[src/rtl/flash_cmd_seq.sv]
module flash_cmd_seq #(
  parameter int AW = 18,
  parameter int DW = 8,
  parameter int CW = 15,
  parameter logic [DW-1:0] MFR_CODE = 8'hDA,
  parameter logic [DW-1:0] DEV_CODE = 8'h0B,
  parameter logic [AW-1:0] BOOT_BASE = 18'h3C000
) (
  input  logic          clk,
  input  logic          rst_n,
  input  logic          wr_stb,
  input  logic [AW-1:0] addr,
  input  logic [DW-1:0] wdata,
  input  logic          boot_locked,
  input  logic          eng_done,
  output logic          start_prog,
  output logic          start_chip,
  output logic          start_sect,
  output logic          start_lock,
  output logic [AW-1:0] op_addr,
  output logic [DW-1:0] op_data,
  output logic [1:0]    mode,
  output logic [DW-1:0] id_data
);

  localparam logic [CW-1:0] KEY_A1 = 15'h5555;
  localparam logic [CW-1:0] KEY_A2 = 15'h2AAA;
  localparam logic [DW-1:0] KEY_D1 = 8'hAA;
  localparam logic [DW-1:0] KEY_D2 = 8'h55;
  localparam logic [DW-1:0] CMD_PGM = 8'hA0;
  localparam logic [DW-1:0] CMD_ERA = 8'h80;
  localparam logic [DW-1:0] CMD_ID  = 8'h90;
  localparam logic [DW-1:0] CMD_EXIT = 8'hF0;
  localparam logic [DW-1:0] CMD_CHIP = 8'h10;
  localparam logic [DW-1:0] CMD_SECT = 8'h30;
  localparam logic [DW-1:0] CMD_LOCK = 8'h40;

  typedef enum logic [2:0] {
    ST_IDLE, ST_U1, ST_U2, ST_PGM, ST_ERA, ST_E1, ST_E2
  } step_t;

  step_t step, nxt_step;
  logic  id_mode, nxt_id, busy;
  logic  go_prog, go_chip, go_sect, go_lock, go_any;

  wire accept  = wr_stb && !busy;
  wire at_a1   = addr[CW-1:0] == KEY_A1;
  wire at_a2   = addr[CW-1:0] == KEY_A2;
  wire unl1    = at_a1 && wdata == KEY_D1;
  wire unl2    = at_a2 && wdata == KEY_D2;
  wire blocked = boot_locked && addr >= BOOT_BASE;

  always_comb begin
    nxt_step = ST_IDLE;
    nxt_id   = 1'b0;
    go_prog  = 1'b0;
    go_chip  = 1'b0;
    go_sect  = 1'b0;
    go_lock  = 1'b0;
    unique case (step)
      ST_IDLE: if (unl1) begin
        nxt_step = ST_U1;
        nxt_id   = id_mode;
      end
      ST_U1: if (unl2) begin
        nxt_step = ST_U2;
        nxt_id   = id_mode;
      end
      ST_U2: if (at_a1) begin
        if (wdata == CMD_PGM) begin
          nxt_step = ST_PGM;
          nxt_id   = id_mode;
        end else if (wdata == CMD_ERA) begin
          nxt_step = ST_ERA;
          nxt_id   = id_mode;
        end else if (wdata == CMD_ID) begin
          nxt_id = 1'b1;
        end
      end
      ST_PGM: go_prog = !blocked;
      ST_ERA: if (unl1) begin
        nxt_step = ST_E1;
        nxt_id   = id_mode;
      end
      ST_E1: if (unl2) begin
        nxt_step = ST_E2;
        nxt_id   = id_mode;
      end
      ST_E2: begin
        if (wdata == CMD_SECT) go_sect = !blocked;
        else if (at_a1 && wdata == CMD_CHIP) go_chip = 1'b1;
        else if (at_a1 && wdata == CMD_LOCK) go_lock = 1'b1;
      end
      default: nxt_step = ST_IDLE;
    endcase
    go_any = go_prog || go_chip || go_sect || go_lock;
  end

  always_ff @(posedge clk or negedge rst_n) begin
    if (!rst_n) begin
      step       <= ST_IDLE;
      id_mode    <= 1'b0;
      busy       <= 1'b0;
      start_prog <= 1'b0;
      start_chip <= 1'b0;
      start_sect <= 1'b0;
      start_lock <= 1'b0;
      op_addr    <= '0;
      op_data    <= '0;
    end else begin
      start_prog <= accept && go_prog;
      start_chip <= accept && go_chip;
      start_sect <= accept && go_sect;
      start_lock <= accept && go_lock;
      if (busy) begin
        if (eng_done) busy <= 1'b0;
      end else if (wr_stb) begin
        step    <= nxt_step;
        id_mode <= nxt_id;
        if (go_any) begin
          busy    <= 1'b1;
          op_addr <= addr;
          op_data <= wdata;
        end
      end
    end
  end

  assign mode = busy ? 2'b10 : (id_mode ? 2'b01 : 2'b00);

  always_comb begin
    id_data = '0;
    if (id_mode && !busy) begin
      case (addr[1:0])
        2'd0: id_data = MFR_CODE;
        2'd1: id_data = DEV_CODE;
        2'd2: id_data = {{(DW-1){1'b0}}, boot_locked};
        default: id_data = '0;
      endcase
    end
  end

  a_r13_one_start: assert property (@(posedge clk) disable iff (!rst_n)
    $onehot0({start_prog, start_chip, start_sect, start_lock}));

  a_r13_prog_width: assert property (@(posedge clk) disable iff (!rst_n)
    start_prog |=> !start_prog);

  a_r10_busy_ignores: assert property (@(posedge clk) disable iff (!rst_n)
    (mode == 2'b10 && wr_stb) |=> !(start_prog || start_chip || start_sect || start_lock));

  a_r2_start_busy: assert property (@(posedge clk) disable iff (!rst_n)
    (start_prog || start_chip || start_sect || start_lock) |-> mode == 2'b10);

  a_r10_done_release: assert property (@(posedge clk) disable iff (!rst_n)
    (mode == 2'b10 && eng_done) |=> mode == 2'b00);

  a_r11_boot_guard: assert property (@(posedge clk) disable iff (!rst_n)
    start_sect |-> !($past(boot_locked) && op_addr >= BOOT_BASE));

endmodule

[config.mk]
export PLATFORM = sky130hd
export DESIGN_NAME = flash_cmd_seq
export DESIGN_NICKNAME = d
export VERILOG_FILES = /design/src/rtl/flash_cmd_seq.sv
export SDC_FILE = /design/constraint.sdc
export NUM_CORES = 1
export LEC_CHECK = 0
export ABC_AREA = 1
export BUFFER_PORTS_ARGS = -buffer_cell sky130_fd_sc_hd__buf_4
export CAP_MARGIN = 20
export CORE_UTILIZATION = 49
export DETAILED_ROUTE_END_ITERATION = 10
export HOLD_SLACK_MARGIN = 0.06
export PLACE_DENSITY = 0.8
export SETUP_SLACK_MARGIN = 0.3
export SYNTH_ARGS = -nofsm -noshare
export SYNTH_HDL_FRONTEND = slang
export SYNTH_SLANG_ARGS = --single-unit
[constraint.sdc]
create_clock -name clk -period 1.6 [get_ports clk]
set_clock_uncertainty 0.05 [all_clocks]
set_input_delay 0.32 -clock clk [delete_from_list [all_inputs] [get_ports clk]]
set_output_delay 0.32 -clock clk [all_outputs]
set_load 0.005 [all_outputs]
==> results.ini <==
[clocking]
clock_sinks=35
clockBufferDepth=2
tritoncts=yes
clk_pin_slew_worst_paths_ns=0.07
cts.root.buffer_cell=clkbuf_8
ctsHtreeMaxLevel=2
tritoncts.num_buffers=5
worst_skew_pair.late_latency_ns=0.28

[outcome]
outcome=completed

[sta]
maxClockFrequency_ghz=0.631
finalMaxSlewViolations=0
final-hold-violation-count=0
hold-worst-slack_ns=0.184
unrepaired_setup_endpoints_after_global_routing=yes
timing.final.crit_period_ns=1.58
timing.final.crit_share_pct=99.0
timing.setup.tns_ns=0
finalSetupViolations=0

[global_routing]
antenna_found_initial=0
grt_pass1_wl_mm=9.23
grt_remaining_overflow=0
grt_pass1_vias=2065
grt_start_max_net_pins=36
grtUsageTotal_pct=28.5

[synth]
synth_compound_area_share_pct=3.12
synth_area_mm2=0.00196
number_of_register_bits_inferred_by_synthesis=35
synth.mux.area_fraction_pct=0
synth_cell_type_count=25
synth-simple-area-share_pct=41.8
synth_xor_xnor_area_share_pct=0
seq_area_frac_synth_pct=44.6
yosys.area_share.adder_pct=0
synth.yosys.warnings=0
synthCells=273
avgSynthCellArea_um2=7.20
synth_top_family_by_area=simple AND/OR/NAND/NOR gates

[detailed_routing]
wl_per_cell_um=13.4
detail-route-antenna-nets=0
routed-via-count=2123
drt_pass1_iterations=4
drtIter0Drc=85
via_per_inst=5.14
detail_route.wirelength_mm=5.55
detail_route.drc_violations=0

[final_layout]
filler_cell_count=289
syn_to_final_growth_pct=51.3
final_nets=396
diodes_inserted=0
final_layout_size_suffix_gt1_share_pct=40.8
postLayoutCoreUtil_pct=79.4
finalInstanceArea_mm2=0.00297

[flow_run]
max_cap_violations=0

[power_and_ir_drop]
irDropWorstVdd_mv=0.408
static-leakage-power_uw=0.00161
cellPowerDensity_mw_per_mm2=640

[setup_path]
crit_path_end_kind=flop
crit_arrival_ns=1.76
worst-path-max-fanout=26
worst_setup_path_start_kind=flop
worstSetupPathType=reg2reg
setup.worst_path.start=busy$_DFF_PN0_
reg2reg_start=busy$_DFF_PN0_
worst-endpoint-required_ns=1.77

[die]
top_level_ports=71
floorplan.rows=22
initial_core_util_pct=52.5
die_y_um=65.3
core_area_mm2=0.00374
design.die.area_mm2=0.00427
chip_width_um=65.3

[worst_hold_path]
timing.hold.worst.start=eng_done
min-delay-path-class=in2reg

[placement]
routabilityCongestion=0.990
number_of_buffers_inserted_by_port_buffering=68
detailedPlacementHpwl_mm=4.02
dpl_cell_area_mm2=0.00264

[cell usage after synthesis]
master	number	area share [%]
nor3b_1	1	0.38
nor3_1	7	1.8
o21ai_1	1	0.25
nand2_2	3	0.96
inv_1	24	4.6
nor2_4	2	1.1
o21ai_0	2	0.51
nand4_1	4	1.3
clkinv_1	1	0.19
nand2_4	1	0.57
inv_2	4	0.76
nor2_1	41	7.8
buf_2	2	0.51
buf_6	2	1.1
conb_1	1	0.19
nor2_2	3	0.96
dfrtp_1	35	45
nand3_1	45	11
nand2_1	79	15
o21bai_1	1	0.38
buf_4	8	3.1
o21ai_4	1	0.83
o211ai_1	1	0.38
nand3b_1	1	0.38
a21oi_1	3	0.76
[cell usage in the layout (no fill, tap or decap), types with 4 or more instances in the layout]
cell / instances
nand4_1: 4
buf_4: 84
nor2_1: 32
inv_1: 20
nor3_1: 5
inv_2: 8
buf_6: 10
nand2_1: 76
dfrtp_1: 33
nand2_2: 4
nand3_2: 10
nor2_2: 5
nor2_4: 9
clkbuf_8: 6
nand3_1: 35
[cell families (layout without fill, tap and decap cells)]
family | after synthesis | in the layout
flops | 35 | 35
simple gates | 187 | 187
buf+inv | 41 | 132
compound gates | 9 | 9
other cells | 1 | 2
[path summary, 6_finish.rpt]
| path | endpoint | slack, ns | cells after the start |
|---|---|---|---|
| setup / recovery | op_addr[9]$_DFFE_PN0P_ | 0.02 | 8 |
| hold / removal | busy$_DFF_PN0_ | 0.18 | 2 |
| setup reg to reg | op_addr[9]$_DFFE_PN0P_ | 0.02 | 8 |
| hold reg to reg | op_addr[4]$_DFFE_PN0P_ | 0.46 | 2 |
| max in group asynchronous | step[1]$_DFFE_PN0P_ | 0.68 | 2 |
| min in group asynchronous | op_addr[11]$_DFFE_PN0P_ | 0.47 | 2 |
[critical path, cell delays in order (launching register included)]
cell and delay (ns):
dfrtp_1 0.41, buf_6 0.13, nor2_4 0.15, nand4_1 0.14, nor2_2 0.16, o21ai_4 0.12
nand2_8 0.17, nand2_1 0.11, nand2_2 0.08
[per-stage QoR]
stage,total power [µW],setup slack [ns],instances
4_1_cts,1900,0.0662,408
3_3_place_gp,1250,-0.0178,394
5_1_grt,1990,-0.0752,413
2_1_floorplan,1060,0.191,274
6_report,1900,0.0153,413
3_5_place_dp,1260,-0.0454,394
[routing by layer]
metal	GRT usage [%]	share of wire (%)	vias up
met2	48.5	49	80
met4	7.61	1.5	0
met1	35.9	43	993
li1	-	-	1039
met3	7.29	6.4	11
met5	0	0	-
[layout make-up]
class	instances	area (µm²)	share of cell area [%]
Sequential cell	35	878	29.6
Clock buffer	6	82.6	2.78
Clock inverter	1	5.00	0.168
Multi-Input combinational cell	198	1060	35.7
Tap cell	48	60.1	2.02
Timing Repair Buffer	96	773	26.0
Inverter	29	110	3.71
[report_power, final]
group / switching [µW] / total [µW] / internal, µW
Sequential: 25.8 / 950 / 924
Combinational: 157 / 316 / 158
Clock: 300 / 637 / 337
Total: 483 / 1900 / 1420
[timing repair]
| action | 4_1_cts | 5_1_grt |
|---|---|---|
| setup endpoints to repair | 39 | 41 |
| buffers inserted | 6 | 5 |
| gates resized for setup | 13 | 29 |
| pin swaps | 2 | 5 |
| cloned | 0 | 0 |
| hold endpoints to repair | 35 | 0 |
| hold buffers | 1 | 0 |
[flip-flops by register name, summed over array words and instances (netlist names)]
register	flops
busy	1
id_mode	1
op_addr	18
op_data	8
start_chip	1
start_lock	1
start_prog	1
start_sect	1
step	3
Power figures use the tool's default switching activity.
